## src/rtl/stepseq_pkg.sv

```systemverilog
package stepseq_pkg;
  localparam int POS_W  = 4;
  localparam int HALF_W = POS_W - 1;

  typedef enum logic [1:0] {
    LVL_FULL = 2'b00,
    LVL_MID  = 2'b01,
    LVL_LOW  = 2'b10,
    LVL_OFF  = 2'b11
  } level_e;

  typedef struct packed {
    logic stepUp;
    logic stepDown;
    logic quarter;
    logic drive;
  } seqStrobe_t;
endpackage

```

## src/rtl/stepseq_ctrl.sv

```systemverilog
module stepseq_ctrl
  import stepseq_pkg::*;
#(
  parameter int GAP_W = 8
) (
  input  logic             clk,
  input  logic             rstN,
  input  logic             stepPulse,
  input  logic             dirFwd,
  input  logic             quarterMode,
  input  logic             enable,
  input  logic [GAP_W-1:0] gapCycles,
  output seqStrobe_t       strobe
);
  logic             stepPrev;
  logic [GAP_W-1:0] gapCnt;
  logic             stepEdge;
  logic             take;

  always_comb begin
    stepEdge        = stepPulse & ~stepPrev;
    take            = stepEdge & enable;
    strobe.stepUp   = take & dirFwd;
    strobe.stepDown = take & ~dirFwd;
    strobe.quarter  = quarterMode;
    strobe.drive    = enable & (gapCnt == '0);
  end

  always_ff @(posedge clk) begin
    if (!rstN) begin
      stepPrev <= 1'b0;
      gapCnt   <= '0;
    end else begin
      stepPrev <= stepPulse;
      if (!enable)
        gapCnt <= '0;
      else if (take)
        gapCnt <= gapCycles;
      else if (gapCnt != '0)
        gapCnt <= gapCnt - 1'b1;
    end
  end

  AST_GAP_COUNTDOWN: assert property (@(posedge clk) disable iff (!rstN)
    (enable && !take && gapCnt != '0) |=> gapCnt == $past(gapCnt) - 1'b1);
  AST_GAP_LOAD: assert property (@(posedge clk) disable iff (!rstN)
    take |=> gapCnt == $past(gapCycles));
  AST_ONE_STEP_PER_EDGE: assert property (@(posedge clk) disable iff (!rstN)
    (strobe.stepUp || strobe.stepDown) |=> !(strobe.stepUp || strobe.stepDown));
endmodule

```

## src/rtl/stepseq_datapath.sv

```systemverilog
module stepseq_datapath
  import stepseq_pkg::*;
(
  input  logic            clk,
  input  logic            rstN,
  input  seqStrobe_t      strobe,
  input  logic            holdReq,
  output logic [1:0][1:0] lvlOut,
  output logic [1:0]      dirOut
);
  logic [POS_W-1:0]  idx;
  logic [POS_W-1:0]  pos;
  logic [1:0]        quad;
  logic [1:0]        sub;
  logic [HALF_W-1:0] halfIdx;

  assign halfIdx = idx[HALF_W-1:0];

  always_ff @(posedge clk) begin
    if (!rstN)
      idx <= '0;
    else if (strobe.stepUp)
      idx <= strobe.quarter ? idx + 1'b1 : {1'b0, halfIdx + 1'b1};
    else if (strobe.stepDown)
      idx <= strobe.quarter ? idx - 1'b1 : {1'b0, halfIdx - 1'b1};
  end

  always_comb begin
    pos  = strobe.quarter ? idx : {halfIdx, 1'b0};
    quad = pos[POS_W-1:POS_W-2];
    sub  = pos[1:0];
  end

  for (genvar w = 0; w < 2; w++) begin : g_wind
    logic   swapTbl;
    level_e rawLvl;
    level_e nextLvl;
    logic   nextDir;
    logic [1:0] lvlQ;
    logic   dirQ;

    always_comb begin
      swapTbl = quad[0] ^ (w == 1);
      if (!swapTbl) begin
        case (sub)
          2'd0:    rawLvl = LVL_FULL;
          2'd1:    rawLvl = LVL_FULL;
          2'd2:    rawLvl = LVL_MID;
          default: rawLvl = LVL_LOW;
        endcase
      end else begin
        case (sub)
          2'd0:    rawLvl = LVL_OFF;
          2'd1:    rawLvl = LVL_LOW;
          2'd2:    rawLvl = LVL_MID;
          default: rawLvl = LVL_FULL;
        endcase
      end
      if (w == 0)
        nextDir = ~(quad[1] ^ quad[0]);
      else
        nextDir = ~quad[1];
      if (!strobe.drive)
        nextLvl = LVL_OFF;
      else if (holdReq && rawLvl != LVL_OFF)
        nextLvl = LVL_LOW;
      else
        nextLvl = rawLvl;
    end

    always_ff @(posedge clk) begin
      if (!rstN) begin
        lvlQ <= LVL_OFF;
        dirQ <= 1'b0;
      end else begin
        lvlQ <= nextLvl;
        dirQ <= nextDir;
      end
    end

    assign lvlOut[w] = lvlQ;
    assign dirOut[w] = dirQ;
  end

  AST_IDX_STILL: assert property (@(posedge clk) disable iff (!rstN)
    !(strobe.stepUp || strobe.stepDown) |=> $stable(idx));
  AST_HALF_WRAP: assert property (@(posedge clk) disable iff (!rstN)
    (!strobe.quarter && (strobe.stepUp || strobe.stepDown)) |=> idx[POS_W-1] == 1'b0);
  AST_NOT_BOTH_OFF: assert property (@(posedge clk) disable iff (!rstN)
    strobe.drive |=> !(lvlOut[0] == LVL_OFF && lvlOut[1] == LVL_OFF));
  AST_HALF_NO_LOW: assert property (@(posedge clk) disable iff (!rstN)
    (strobe.drive && !strobe.quarter && !holdReq) |=>
      (lvlOut[0] != LVL_LOW && lvlOut[1] != LVL_LOW));
endmodule

```

## src/rtl/stepseq_top.sv

```systemverilog
module stepseq_top
  import stepseq_pkg::*;
#(
  parameter int GAP_W = 8
) (
  input  logic             clk,
  input  logic             rstN,
  input  logic             stepPulse,
  input  logic             dirFwd,
  input  logic             quarterMode,
  input  logic             holdReq,
  input  logic             enable,
  input  logic [GAP_W-1:0] gapCycles,
  output logic             w1Dir,
  output logic [1:0]       w1Lvl,
  output logic             w2Dir,
  output logic [1:0]       w2Lvl
);
  seqStrobe_t      strobe;
  logic [1:0][1:0] lvlOut;
  logic [1:0]      dirOut;

  stepseq_ctrl #(.GAP_W(GAP_W)) i_ctrl (
    .clk         (clk),
    .rstN        (rstN),
    .stepPulse   (stepPulse),
    .dirFwd      (dirFwd),
    .quarterMode (quarterMode),
    .enable      (enable),
    .gapCycles   (gapCycles),
    .strobe      (strobe)
  );

  stepseq_datapath i_datapath (
    .clk     (clk),
    .rstN    (rstN),
    .strobe  (strobe),
    .holdReq (holdReq),
    .lvlOut  (lvlOut),
    .dirOut  (dirOut)
  );

  assign w1Lvl = lvlOut[0];
  assign w2Lvl = lvlOut[1];
  assign w1Dir = dirOut[0];
  assign w2Dir = dirOut[1];

  AST_DISABLE_OFF: assert property (@(posedge clk) disable iff (!rstN)
    !enable |=> (w1Lvl == 2'b11 && w2Lvl == 2'b11));
  AST_HOLD_CAP: assert property (@(posedge clk) disable iff (!rstN)
    holdReq |=> (w1Lvl[1] && w2Lvl[1]));
endmodule

```

## config.mk

```make
export PLATFORM = sky130hd
export DESIGN_NAME = stepseq_top
export DESIGN_NICKNAME = d
export VERILOG_FILES = /design/src/rtl/stepseq_pkg.sv /design/src/rtl/stepseq_ctrl.sv /design/src/rtl/stepseq_datapath.sv /design/src/rtl/stepseq_top.sv
export SDC_FILE = /design/constraint.sdc
export NUM_CORES = 1
export LEC_CHECK = 0
export BUFFER_PORTS_ARGS = -buffer_cell sky130_fd_sc_hd__buf_2
export CAP_MARGIN = 0
export CORE_MARGIN = 1.5
export CORE_UTILIZATION = 46
export DETAILED_ROUTE_END_ITERATION = 7
export MAX_ROUTING_LAYER = met4
export PLACE_DENSITY = 0.67
export SLEW_MARGIN = 20
export SYNTH_ARGS = -nofsm -noshare
export SYNTH_HDL_FRONTEND = slang
export SYNTH_SLANG_ARGS = --single-unit
```

## constraint.sdc

```tcl
create_clock -name clk -period 2.1 [get_ports clk]
set_input_delay 0.315 -clock clk [delete_from_list [all_inputs] [get_ports clk]]
set_output_delay 0.315 -clock clk [all_outputs]
set_load 0.03 [all_outputs]
```

# Yosys cells after proc, flatten, opt, wreduce, memory -nomap -nowiden
# Cells that the tools add are included.
word_totals:
  inputBits: 15
  register_bits: 19
  output_inout_bits: 6
  elab_cells: 55
op_classes:
  n_reduce_logical: 12
  eq_ne: 4
  n_addsub: 5
  bitwise: 12
  mux: 13
ops:
  columns: ["cell", "count"]
  rows:
  - ["two-way mux 4 bit", 5]
  - ["two-way mux 8 bit", 2]
  - ["logical NOT 8 bit", 1]
  - ["nonzero test 8 bit", 1]
  - ["subtractor 8 x 1 -> 8 bit, second input constant", 1]
  - ["NOT 1 bit", 6]
  - ["one-hot mux 2 bit (3 select lines)", 1]
  - ["OR reduction 3 bit", 2]
  - ["bitwise AND 1 bit", 5]
  - ["adder 4 x 1 -> 4 bit, second input constant", 1]
  - ["two-way mux 2 bit", 2]
  - ["inequality test 2 bit, second input constant", 2]
  - ["one-hot mux 2 bit (2 select lines)", 1]
  - ["AND reduction 2 bit", 2]
  - ["nonzero test 2 bit", 2]
  - ["subtractor 4 x 1 -> 4 bit, second input constant", 1]
  - ["adder 3 x 1 -> 3 bit, second input constant", 1]
  - ["subtractor 3 x 1 -> 3 bit, second input constant", 1]
  - ["== test 2 x 1 -> 1 bit, second input constant", 1]
  - ["== test 2 bit, second input constant", 1]
  - ["logical AND 1 bit", 2]
  - ["logical NOT 2 bit", 1]
  - ["two-way mux 1 bit", 2]
  - ["OR reduction 2 bit", 1]
  - ["XOR 1 bit", 1]

# Logic depth before layout (Yosys ltp)
depth:
  word_depth: 8
  depth_mapped: 7
  mapped_depth_nobuf: 6

# Modules after synthesis
# A second synthesis with hierarchy kept.
hier_totals:
  cells_unflattened: 137
  area_unflattened_um2: 1131.1
modules_own_cells:
  columns: ["module", "area_each_um2", "cells_each", "n_inst"]
  rows:
  - ["stepseq_ctrl", 585.6, 74, 1]
  - ["stepseq_datapath", 545.5, 63, 1]

# Worst setup path after synthesis
# Ideal clock, no wire load.
synth_timing:
  path_kind: "reg2reg"
  start: "reg i_ctrl.gapCnt[3]"
  end: "reg i_ctrl.gapCnt[6]"
  t_arrival_ns: 1.703
  slack_ns: 0.280
  stages_incl_launch_ff: 6
  n_path_buf: 1
  path_cell_list: "dfxtp_1 > or4_4 > or3_1 > buf_2 > nor2b_1 > a32o_1"
synth_between:
  elab_chain_cells: 3
synth_rtl:
  columns: ["element", "line", "source"]
  rows:
  - ["start, declared", "stepseq_ctrl.sv:16", "logic [GAP_W-1:0] gapCnt;"]
  - ["start signal, assigned", "stepseq_ctrl.sv:38", "gapCnt <= gapCycles;"]
  - ["start signal, assigned", "stepseq_ctrl.sv:40", "gapCnt <= gapCnt - 1'b1;"]
  - ["subtractor 8 x 1 -> 8 bit", "stepseq_ctrl.sv:40", null]
  - ["two-way mux 8 bit", "stepseq_ctrl.sv:39", "else if (gapCnt != '0)"]
  - ["two-way mux 8 bit", "stepseq_ctrl.sv:37", "else if (take)"]
# Parallel ways exist; a longest one is shown, timed or not. The select of a mux whose other input is x is not followed.
# A chain may end at the register's enable or synchronous reset.

# Final worst setup path
layout_timing:
  start: "reg i_ctrl.gapCnt[3]"
  end: "reg i_datapath.g_wind[1].lvlQ[0]"
layout_between:
  elab_chain_cells: 3
layout_rtl:
  columns: ["element", "line", "source"]
  rows:
  - ["logical NOT 8 bit", "stepseq_ctrl.sv:26", "strobe.drive = enable & (gapCnt == '0);"]
  - ["bitwise AND 1 bit", "stepseq_ctrl.sv:26", null]
  - ["AND reduction 2 bit (no source line)", null, null]
  - ["end signal, assigned", "stepseq_datapath.sv:76", "lvlQ <= nextLvl;"]
  - ["end, declared", "stepseq_datapath.sv:39", "logic [1:0] lvlQ;"]
# Every way passes these cells.

==> impl_metrics.csv <==
group,metric,value,unit
status,status,"finished clean",
sta,relSlewSlack,0.674,
synthesis,synth_most_common_cell,"dfxtp_1",
global_routing,antenna_found_initial,0,
synthesis,yosysTopAreaCell,"dfxtp_1",
global_routing,grt_pass1_wl,3040,um
global_routing,first_global_vias,685,
detailed_routing,drtAntennaViolNets,0,
clock_network,cts.sink_count,19,
sta,hold_violations,0,
place,dp_hpwl,1390,um
clock_network,cts_setup_buffers,0,
critical_path,r2r_slack,0.17,ns
final_layout,nets,156,
sta,whs,0.229,ns
die,rows,16,
global_routing,grt_util_all_layers,0.167,
clock_network,max-clock-path-buffers,2,
place,port-buffer-count,20,
detailed_routing,drt_first_pass_iters,4,
global_routing,grt_overflow,0,
sta,layout_setup_ws,0.174,ns
synthesis,avgSynthCellArea,8.43,um2
sta,slew_viol_final,0,
die,die_width,49.3,um
synthesis,synth_cells,117,
place,place_ws,0.183,ns
sta,tightestPinTransition,0.487,ns
detailed_routing,drc_errors,0,
detailed_routing,drt-vias-per-instance,5.22,
synthesis,synthesis.area,986,um2
final_layout,antenna_cells,0,
die,die_area,0.00243,mm2
global_routing,grt_max_degree,15,
sta,layout_min_cycle_time,1.93,ns
critical_path,crit_path_start_kind,"register",
sta,fin_crit_sh,0.917,
power_and_ir_drop,p_leak,0.458,nW
synthesis,synth_edf_count,0,
clock_network,clock_latency,0.29,ns
synthesis,yosys_warnings,0,
final_layout,nFillCells,192,
final_layout,multi_input_area,563,um2
sta,setup_viol,0,
synthesis,synth.area.top_cells,"dfxtp_1 (39%), o21ai_0 (5.6%), ha_1 (5.1%), nand2_1 (4.2%), xor2_1 (3.6%)",
synthesis,synth-async-reset-ratio,0,
die,start_util,0.497,
clock_network,root_buffer,"clkbuf_4",
synthesis,synth_seq_cells,19,
detailed_routing,drt_iter0_drc,16,
synthesis,ys_types,34,
detailed_routing,wl_per_cell,11.0,um
synthesis,ys_seq_area_frac,0.386,
critical_path,crit_type,"register to register",
clock_network,cts_resized,0,
clock_network,cts_tree,"done",
clock_network,ctsHoldBuffers,0,
power_and_ir_drop,power-per-cell-area,947,mW/mm2
critical_path,arrival,2.09,ns
sta,fin_skew,0.00596,ns
sta,fmax,519,MHz
detailed_routing,vias,851,
critical_path,cp_max_fo,6,
final_layout,final_util,0.568,
final_layout,area_delta_synth_final,14.2,%
hold_path,worstHoldPathType,"primary input to register",
sta,setup_tns,0,ns
critical_path,critPathCaptureType,"register",
final_layout,drive_gt1_frac,0.191,
synthesis,ys_dominant_reg_cell,"dfxtp_1",
clock_network,path_clk_slew,0.10,ns
synthesis,syn-num-nets,136,
power_and_ir_drop,finalPower,1.07,mW
clock_network,h-tree-depth,1,
power_and_ir_drop,ir_drop,0.474,mV
flow_run,maxCapViolCount,0,
final_layout,seq_area,380,um2
die,core_area,0.00198,mm2
place,place.gp.congestion,0.779,
die,die_h,49.3,um
critical_path,crit_required,2.27,ns
sta,rsz0062_at_grt,"false",
synthesis,synth_top_area_frac,0.386,
die,ios,21,
synthesis,synth_common_cells,"dfxtp_1 (19), nand2_1 (11), o21ai_0 (11), nor2_1 (7)",
detailed_routing,drt-total-wl,1800,um
clock_network,numCtsBuffers,3,
cell usage in the layout, fill, tap and decap left out, types with 2 or more instances in the layout:
cell type	instances
or3_1	2
or4_1	2
ha_1	4
a32o_1	3
nor2_1	7
a21oi_1	6
xnor2_1	3
a31oi_1	2
nand2b_1	3
a21boi_0	3
nand3b_1	2
dfxtp_1	19
and2_1	5
buf_2	20
nand2_1	11
o21ai_0	11
inv_1	6
nand3_1	2
xor2_1	4
nor3_1	4
clkbuf_4	3
area by class of cell:
cell class              instances  area share
repair buffers                 20      0.0889
multi-input cells              87       0.500
clock buffers                   4      0.0233
well taps                      27      0.0300
inverters                       6      0.0200
flip-flops and latches         19       0.338
kinds of logic (layout without fill, tap and decap cells):
logic type | after synthesis | after routing | share of synthesized area
simple gates | 43 | 43 | 0.231
compound gates | 31 | 31 | 0.202
flops | 19 | 19 | 0.386
buf+inv | 11 | 30 | 0.0431
xor+xnor | 7 | 7 | 0.0622
fa+ha+maj | 4 | 4 | 0.0508
mux | 2 | 2 | 0.0254
critical path, cell delays in order (launching register included):
cell and delay (ns):
dfxtp_1 0.36, or4_4 0.56, or3_1 0.46, a211oi_1 0.28
o21ai_0 0.13
per-stage QoR:
step	instance area (um2)	std cells
6_report	1130	163
5_1_grt	1130	163
4_1_cts	1130	163
3_5_place_dp	1100	159
3_3_place_gp	1100	159
2_1_floorplan	986	117
final timing paths:
path                     start                            to  cells after the start
max           i_ctrl.gapCnt[3]  i_datapath.g_wind[1].lvlQ[0]                      4
min               gapCycles[0]              i_ctrl.gapCnt[0]                      3
max reg2reg   i_ctrl.gapCnt[3]  i_datapath.g_wind[1].lvlQ[0]                      4
min reg2reg  i_datapath.idx[3]             i_datapath.idx[3]                      2
power breakdown:
part	switching [mW]	internal (mW)
Sequential	0.0400	0.410
Clock	0.107	0.0739
Combinational	0.223	0.213
state kept, by name, indices dropped and copies added (netlist names):
name and count:
i_datapath.g_wind.dirQ 2, i_ctrl.gapCnt 8, i_datapath.g_wind.lvlQ 4, i_datapath.idx 4
i_ctrl.stepPrev 1
metal layers:
metal,global-route usage,share of wire,vias to the layer above
met4,0.0714,0.018,0
met5,-,0,-
li1,-,-,457
met3,0.0307,0.039,4
met2,0.218,0.40,18
met1,0.246,0.54,372
(Power assumes the default switching activity.)
